**src/rtl/sertx_pkg.sv**
```systemverilog
package sertx_pkg;

  // Strobes passed from the sequencing control to the shift datapath.
  typedef struct packed {
    logic load;      // capture a new word this edge
    logic shift;     // advance by one bit this edge
    logic wide;      // word width for the word being loaded
    logic msbFirst;  // bit order for the word being loaded
  } ctrlStrobes_t;

endpackage

```
**src/rtl/sertx_ctrl.sv**
```systemverilog
module sertx_ctrl
  import sertx_pkg::*;
#(
  parameter int WORD_W   = 16,
  parameter int NARROW_W = 4
) (
  input  logic         clk,
  input  logic         rstN,
  input  logic         wide16,
  input  logic         msbFirst,
  output ctrlStrobes_t strb,
  output logic         fifoRead,
  output logic         wordClk
);

  localparam int CNT_W = $clog2(WORD_W);
  localparam logic [CNT_W-1:0] WIDE_LAST   = CNT_W'(WORD_W - 1);
  localparam logic [CNT_W-1:0] NARROW_LAST = CNT_W'(NARROW_W - 1);
  localparam logic [CNT_W-1:0] WIDE_HALF   = CNT_W'(WORD_W / 2);
  localparam logic [CNT_W-1:0] NARROW_HALF = CNT_W'(NARROW_W / 2);

  logic             primed;
  logic             wideReg;
  logic [CNT_W-1:0] bitCnt;
  logic [CNT_W-1:0] lastIdx;
  logic [CNT_W-1:0] halfIdx;
  logic             atEnd;

  assign lastIdx = wideReg ? WIDE_LAST : NARROW_LAST;
  assign halfIdx = wideReg ? WIDE_HALF : NARROW_HALF;
  assign atEnd   = !primed || (bitCnt == lastIdx);

  always_comb begin
    strb.load     = atEnd;
    strb.shift    = !atEnd;
    strb.wide     = wide16;
    strb.msbFirst = msbFirst;
  end

  always_ff @(posedge clk or negedge rstN) begin
    if (!rstN) begin
      primed  <= 1'b0;
      wideReg <= 1'b0;
      bitCnt  <= '0;
    end else if (atEnd) begin
      primed  <= 1'b1;
      wideReg <= wide16;
      bitCnt  <= '0;
    end else begin
      bitCnt  <= bitCnt + CNT_W'(1);
    end
  end

  assign fifoRead = rstN && atEnd;
  assign wordClk  = primed && (bitCnt < halfIdx);

  // a pop is followed by bit position zero of the new word
  p_gap_free_r2: assert property (@(posedge clk) disable iff (!rstN)
    fifoRead |=> (primed && bitCnt == '0));

  // the bit counter never passes the last position of the captured width
  p_cnt_bound_r2: assert property (@(posedge clk) disable iff (!rstN)
    bitCnt <= lastIdx);

  // between pops the position advances by exactly one
  p_step_one_r2: assert property (@(posedge clk) disable iff (!rstN)
    (primed && !fifoRead) |=> (bitCnt == $past(bitCnt) + CNT_W'(1)));

  // the width captured for a word stays fixed until the next pop
  p_width_hold_r6: assert property (@(posedge clk) disable iff (!rstN)
    (primed && !fifoRead) |=> $stable(wideReg));

endmodule

```
**src/rtl/sertx_dp.sv**
```systemverilog
module sertx_dp
  import sertx_pkg::*;
#(
  parameter int WORD_W   = 16,
  parameter int NARROW_W = 4
) (
  input  logic              clk,
  input  logic              rstN,
  input  ctrlStrobes_t      strb,
  input  logic [WORD_W-1:0] word,
  output logic              serBit
);

  logic [WORD_W-1:0] shiftReg;
  logic [WORD_W-1:0] wideOrd;
  logic [WORD_W-1:0] narrowOrd;

  // Reorder at load so the first bit to send always sits in lane zero.
  for (genvar i = 0; i < WORD_W; i++) begin : g_lane
    assign wideOrd[i] = strb.msbFirst ? word[WORD_W-1-i] : word[i];
    if (i < NARROW_W) begin : g_low
      assign narrowOrd[i] = strb.msbFirst ? word[NARROW_W-1-i] : word[i];
    end else begin : g_high
      assign narrowOrd[i] = 1'b0;
    end
  end

  always_ff @(posedge clk or negedge rstN) begin
    if (!rstN) begin
      shiftReg <= '0;
    end else if (strb.load) begin
      shiftReg <= strb.wide ? wideOrd : narrowOrd;
    end else if (strb.shift) begin
      shiftReg <= {1'b0, shiftReg[WORD_W-1:1]};
    end
  end

  assign serBit = shiftReg[0];

  // each non-load edge moves the word down by one lane
  p_shift_step_r4: assert property (@(posedge clk) disable iff (!rstN)
    (strb.shift && !strb.load) |=> (shiftReg == ($past(shiftReg) >> 1)));

  // a narrow load leaves the upper lanes empty
  p_narrow_clear_r3: assert property (@(posedge clk) disable iff (!rstN)
    (strb.load && !strb.wide) |=> (shiftReg[WORD_W-1:NARROW_W] == '0));

  // load and shift are never requested together
  p_one_strobe_r2: assert property (@(posedge clk) disable iff (!rstN)
    !(strb.load && strb.shift));

endmodule

```
**src/rtl/sertx_outmux.sv**
```systemverilog
module sertx_outmux (
  input  logic clk,
  input  logic rstN,
  input  logic serBit,
  input  logic squelchN,
  input  logic lineLoopN,
  input  logic diagLoopN,
  input  logic rxLineIn,
  output logic serOut,
  output logic deserIn,
  output logic loopConflict
);

  logic squelchActive;
  logic diagActive;

  assign squelchActive = !squelchN && lineLoopN;
  assign diagActive    = !diagLoopN;

  assign serOut       = squelchActive ? 1'b0 : serBit;
  assign deserIn      = diagActive ? serBit : rxLineIn;
  assign loopConflict = !diagLoopN && !lineLoopN;

  // squelched output carries no ones
  p_squelch_zero_r7: assert property (@(posedge clk) disable iff (!rstN)
    (!squelchN && lineLoopN) |-> !serOut);

  // line loopback lets the serializer bit through regardless of squelch
  p_line_override_r8: assert property (@(posedge clk) disable iff (!rstN)
    !lineLoopN |-> (serOut == serBit));

endmodule

```
**src/rtl/serial_tx_shifter.sv**
```systemverilog
module serial_tx_shifter
  import sertx_pkg::*;
#(
  parameter int WORD_W   = 16,
  parameter int NARROW_W = 4
) (
  input  logic              clk,
  input  logic              rstN,
  input  logic              wide16,
  input  logic              msbFirst,
  input  logic              squelchN,
  input  logic              lineLoopN,
  input  logic              diagLoopN,
  input  logic [WORD_W-1:0] fifoData,
  input  logic              rxLineIn,
  output logic              fifoRead,
  output logic              wordClk,
  output logic              serOut,
  output logic              deserIn,
  output logic              loopConflict
);

  ctrlStrobes_t strb;
  logic         serBit;

  sertx_ctrl #(.WORD_W(WORD_W), .NARROW_W(NARROW_W)) u_ctrl (
    .clk      (clk),
    .rstN     (rstN),
    .wide16   (wide16),
    .msbFirst (msbFirst),
    .strb     (strb),
    .fifoRead (fifoRead),
    .wordClk  (wordClk)
  );

  sertx_dp #(.WORD_W(WORD_W), .NARROW_W(NARROW_W)) u_dp (
    .clk    (clk),
    .rstN   (rstN),
    .strb   (strb),
    .word   (fifoData),
    .serBit (serBit)
  );

  sertx_outmux u_mux (
    .clk          (clk),
    .rstN         (rstN),
    .serBit       (serBit),
    .squelchN     (squelchN),
    .lineLoopN    (lineLoopN),
    .diagLoopN    (diagLoopN),
    .rxLineIn     (rxLineIn),
    .serOut       (serOut),
    .deserIn      (deserIn),
    .loopConflict (loopConflict)
  );

  // with both loopbacks asserted the deserializer still sees the serializer
  p_conflict_diag_r10: assert property (@(posedge clk) disable iff (!rstN)
    loopConflict |-> (deserIn == serBit));

endmodule

```
**config.mk**
```make
export PLATFORM = sky130hd
export DESIGN_NAME = serial_tx_shifter
export DESIGN_NICKNAME = d
export VERILOG_FILES = /design/src/rtl/sertx_pkg.sv /design/src/rtl/sertx_ctrl.sv /design/src/rtl/sertx_dp.sv /design/src/rtl/sertx_outmux.sv /design/src/rtl/serial_tx_shifter.sv
export SDC_FILE = /design/constraint.sdc
export NUM_CORES = 1
export LEC_CHECK = 0
export BUFFER_PORTS_ARGS = -buffer_cell sky130_fd_sc_hd__buf_2
export CAP_MARGIN = 20
export CORE_MARGIN = 10
export CORE_UTILIZATION = 45
export DETAILED_ROUTE_END_ITERATION = 8
export PLACE_DENSITY = 0.71
export SLEW_MARGIN = 20
export SYNTH_ARGS = -nofsm -noshare
export SYNTH_HDL_FRONTEND = slang
export SYNTH_SLANG_ARGS = --single-unit
```
**constraint.sdc**
```tcl
create_clock -name clk -period 1.5 [get_ports clk]
set_input_delay 0.3 -clock clk [delete_from_list [all_inputs] [get_ports clk]]
set_output_delay 0.3 -clock clk [all_outputs]
set_load 0.02 [all_outputs]
```
### After elaboration in Yosys (flattened, before gate mapping)

Cells that the tools add are included.

* output and inout port bits: 5
* bits in registers: 22
* bits of input ports: 24
* logic and storage cells: 43

* mux-type cells: 27
* equality and inequality tests: 1
* reductions and logical operators: 9
* add/sub/neg operators: 1
* $lt $le $gt $ge: 1

Operators by type and width (count)
* two-way mux 16 bit: 2
* two-way mux 1 bit: 22
* two-way mux 4 bit: 3
* adder 4 x 1 -> 4 bit, second input constant: 1
* equality test 4 bit: 1
* logical AND 1 bit: 4
* zero test 1 bit: 4
* < comparator 4 bit: 1
* logical OR 1 bit: 1

### Depth between registers and ports, before layout

* depth in word-level cells: 4
* gate-level depth with buffers: 6
* depth with buffers taken out: 5

### By module

Synthesis repeated with hierarchy kept, for this count alone.

* cells, all modules: 116
* area total of the unflattened synthesis: 1323.8 um^2

By module, submodules not included
* sertx_dp: cells an instance 79, instances 1, sequential area each 400.4 um^2, area each 954.7 um^2
* sertx_ctrl: cells an instance 33, instances 1, sequential area each 150.1 um^2, area each 339.1 um^2
* sertx_outmux: cells an instance 4, instances 1, sequential area each 0.0 um^2, area each 30.0 um^2

### Worst setup path before layout

OpenSTA, ideal clock, no wires.

* path type: register -> output
* from: register u_ctrl.wideReg
* to: output port fifoRead
* data arrival time: 1383 ps
* path buffers: 1
* path slack: -183 ps
* required time: 1200 ps
* stages on the path, launching flop included: 7
* cells stage by stage: dfrtp_1 inv_1 ha_1 nand2_1 o21ai_2 buf_6 and2_1

* longest elaborated chain between the ends: 4

Ends and longest elaborated chain
* start: declaration: RTL line sertx_ctrl.sv:23 `logic wideReg;`
* start signal: assignment: RTL line sertx_ctrl.sv:47 `wideReg <= wide16;`
* two-way mux 4 bit: RTL line sertx_ctrl.sv:29 `assign lastIdx = wideReg ? WIDE_LAST : NARROW_LAST;`
* equality test 4 bit: RTL line sertx_ctrl.sv:31 `assign atEnd = !primed || (bitCnt == lastIdx);`
* logical OR 1 bit: RTL line sertx_ctrl.sv:31
* logical AND 1 bit: RTL line sertx_ctrl.sv:54 `assign fifoRead = rstN && atEnd;`
* end: declaration: RTL line serial_tx_shifter.sv:16 `output logic fifoRead,`

No other way between the ends.

### Worst setup path after layout

* from: register u_ctrl.bitCnt[3]
* to: output port fifoRead

* longest elaborated chain between the ends: 3

Ends and longest elaborated chain
* start: declaration: RTL line sertx_ctrl.sv:24 `logic [CNT_W-1:0] bitCnt;`
* start signal: assignment: RTL line sertx_ctrl.sv:50 `bitCnt <= bitCnt + CNT_W'(1);`
* equality test 4 bit: RTL line sertx_ctrl.sv:31
* logical OR 1 bit: RTL line sertx_ctrl.sv:31
* logical AND 1 bit: RTL line sertx_ctrl.sv:54

No other way between the ends.

==> metrics.md <==
| Metric | Value |
|---|---|
| #FFs+latches synth | 22 |
| Top cell type's share of synthesized area | 0.444 |
| Largest area contributor in the netlist | dfrtp_1 |
| Hold crit path type | in -> reg |
| Die W | 72.5 um |
| Crit path launch type | flip-flop |
| Crit. End Element | output pin |
| Layout Skew | 0.00585 ns |
| Synth unique cells | 23 |
| Logic pwr share | 0.253 |
| Initial Util | 0.487 |
| Yosys Warn Count | 0 |
| Synth Instances | 102 |
| Failing checks | setup timing |
| Fin Setup TNS | -2.09 ns |
| Clock Sinks | 22 |
| Die area | 0.00525 mm2 |
| Number of H-tree levels | 1 |
| Die H | 72.5 um |
| Clock buffer depth | 2 |
| Psw | 0.000339 W |
| CTS tree | yes |
| Crit path DAT | 1.47 ns |
| Clock Tree Root | clkbuf_4 |
| Fraction of registers with async set/reset | 1.00 |
| Final setup fails | 18 |
| Max IR drop VDD | 0.700 mV |
| Pin count of the biggest net entering global routing | 23 |
| Worst hold slack | 0.415 ns |
| Routed WL per cell | 14.9 um |
| DRC | 0 |
| Area Growth Syn to Fin | 25.2% |
| Reg power frac | 0.510 |
| Via density | 5.08 |
| Synthesized Nets | 128 |
| # port buffers | 28 |
| First-pass GRT wire length | 4170 um |
| EDFF count, synth | 0 |
| Maxcap violations | 0 |
| Initial DRT Pass Iterations | 4 |
| P_int | 0.000985 W |
| DRT antenna net count | 0 |
| Switch share | 0.256 |
| DRT iter0 DRCs | 13 |
| Worst skew pair latency | 0.31 ns |
| Max Fclk | 0.566 GHz |
| Grt total ovfl | 0 |
| Top post-synthesis cells by area | dfrtp_1, mux2_4, mux2i_1, nor2b_1, mux2_2 |
| Synth cell count leaders | dfrtp_1, mux2i_1, mux2_4 |
| Via count | 858 |
| Post-Syn Area | 0.00124 mm2 |
| Final WL | 2530 um |
| Inserted Diodes | 0 |
| Clk pin slew, worst setup/hold paths | 0.11 ns |
| Final WS setup | -0.267 ns |
| Dpl ws | -0.0804 ns |
| Mean Syn Cell Area | 12.2 um2 |
| Initial antenna violation count | 0 |
| PwrDens | 853 mW/mm2 |
| Min Tclk post-route | 1.77 ns |
| Primary FF master, synth | dfrtp_1 |
| Lkg Pwr | 0.812 nW |
| Critical path class | reg -> out |
| Clk pwr share | 0.237 |
| Final Slew Violations | 0 |
| Global placer's final weighted congestion | 0.779 |
| Most numerous cell in the Yosys netlist | dfrtp_1 |
| Final Hold Viols | 0 |
| Seq/Total Area, Yosys | 0.444 |
| Final HPWL DP | 1970 um |
| Status | finished, violations left |
| Num CTS Buffers | 3 |
| Fin crit share | 1.18 |
| Io pins | 29 |
| CORE AREA | 0.00254 mm2 |
| Row count | 18 |
| Share of cells above drive strength 1 | 0.482 |
| Vias in the first global route | 919 |
| Global Route Usage Sum | 0.0993 |
| Crit-path max FO | 2 |
| Worst path required time | 1.20 ns |
| RSZ-0062 raised after global routing | true |
| Final #Nets | 166 |
| Total power | 0.00132 W |
[power groups by stage]
stage                     clock [W]  sequential, W  combinational [W]
after floorplan                   0       0.000679           0.000210
after global placement            0       0.000683           0.000299
after detailed placement          0       0.000686           0.000308
after CTS                  0.000324       0.000674           0.000327
after global routing       0.000351       0.000680           0.000367
final                      0.000314       0.000676           0.000334
[routing by layer]
metal,vias up,track usage,part of all wire
met5,-,0,0
met4,0,0.0274,0.014
met3,4,0.0449,0.071
met2,30,0.165,0.47
met1,407,0.112,0.45
li1,417,-,-
[worst max-delay path: stages (launching register included)]
cell and delay (ns):
dfrtp_1 0.43, ha_4 0.29, nand2_2 0.05, o21ai_2 0.12, and2_4 0.16, buf_6 0.11
[path summary, 6_finish.rpt]
kind                                      to  cells after the start              from  slack (ns)
max                                 fifoRead                      5  u_ctrl.bitCnt[3]       -0.27
min                         u_dp.shiftReg[7]                      4       fifoData[8]        0.41
max reg2reg                 u_dp.shiftReg[0]                      6  u_ctrl.bitCnt[3]       -0.12
min reg2reg                 u_ctrl.bitCnt[0]                      1  u_ctrl.bitCnt[0]        0.49
max in group asynchronous   u_dp.shiftReg[2]                      3              rstN        0.76
min in group asynchronous  u_dp.shiftReg[12]                      3              rstN        0.53
[cells in the final DEF (no fill, tap or decap), types with 3 or more instances in the layout]
cell | synthesis | layout
a21oi_1 | 4 | 4
buf_2 | 2 | 26
buf_4 | 0 | 9
clkbuf_4 | 0 | 3
dfrtp_1 | 22 | 22
mux2_2 | 4 | 4
mux2_4 | 14 | 14
mux2i_1 | 15 | 15
nor2_1 | 9 | 9
nor2b_1 | 11 | 11
[cells by family after synthesis]
logic type	Yosys count	synth area share
DFF	22	0.444
muxes	33	0.327
xor gates and xnor gates	3	0.0212
adders and majority gates	2	0.0202
AOI/OAI and AO/OA	7	0.0373
other	1	0.00302
and+or+nand+nor	25	0.106
buffers and inverters	9	0.0414
[through the flow]
stage / utilization / std cells / instance area, um2
floorplan: - / 102 / 1250
global placement: 0.564 / 161 / 1440
detailed placement: 0.564 / 161 / 1440
CTS: 0.598 / 168 / 1520
global route: 0.610 / 169 / 1550
finish: 0.610 / 169 / 1550
[state kept, by name, indices dropped and copies added (netlist names)]
| signal | flops |
|---|---|
| u_dp.shiftReg | 16 |
| u_ctrl.bitCnt | 4 |
| u_ctrl.primed | 1 |
| u_ctrl.wideReg | 1 |
[cell type report]
type / instances / area, um2
clock buffer: 4 / 36.3
fill: 209 / 992
inverter: 3 / 11.3
multi-input combinational: 71 / 668
sequential: 22 / 551
tap: 30 / 37.5
timing repair buffer: 39 / 249
[what timing repair did]
item                                    CTS  global route
buffers inserted                          2             1
pin swaps                                 5             4
hold buffers                              1             0
endpoints found under the hold margin    22             0
endpoints found under the setup margin   18            19
resized for setup                         8             4
cloned                                    0             0
(Power assumes the default switching activity.)
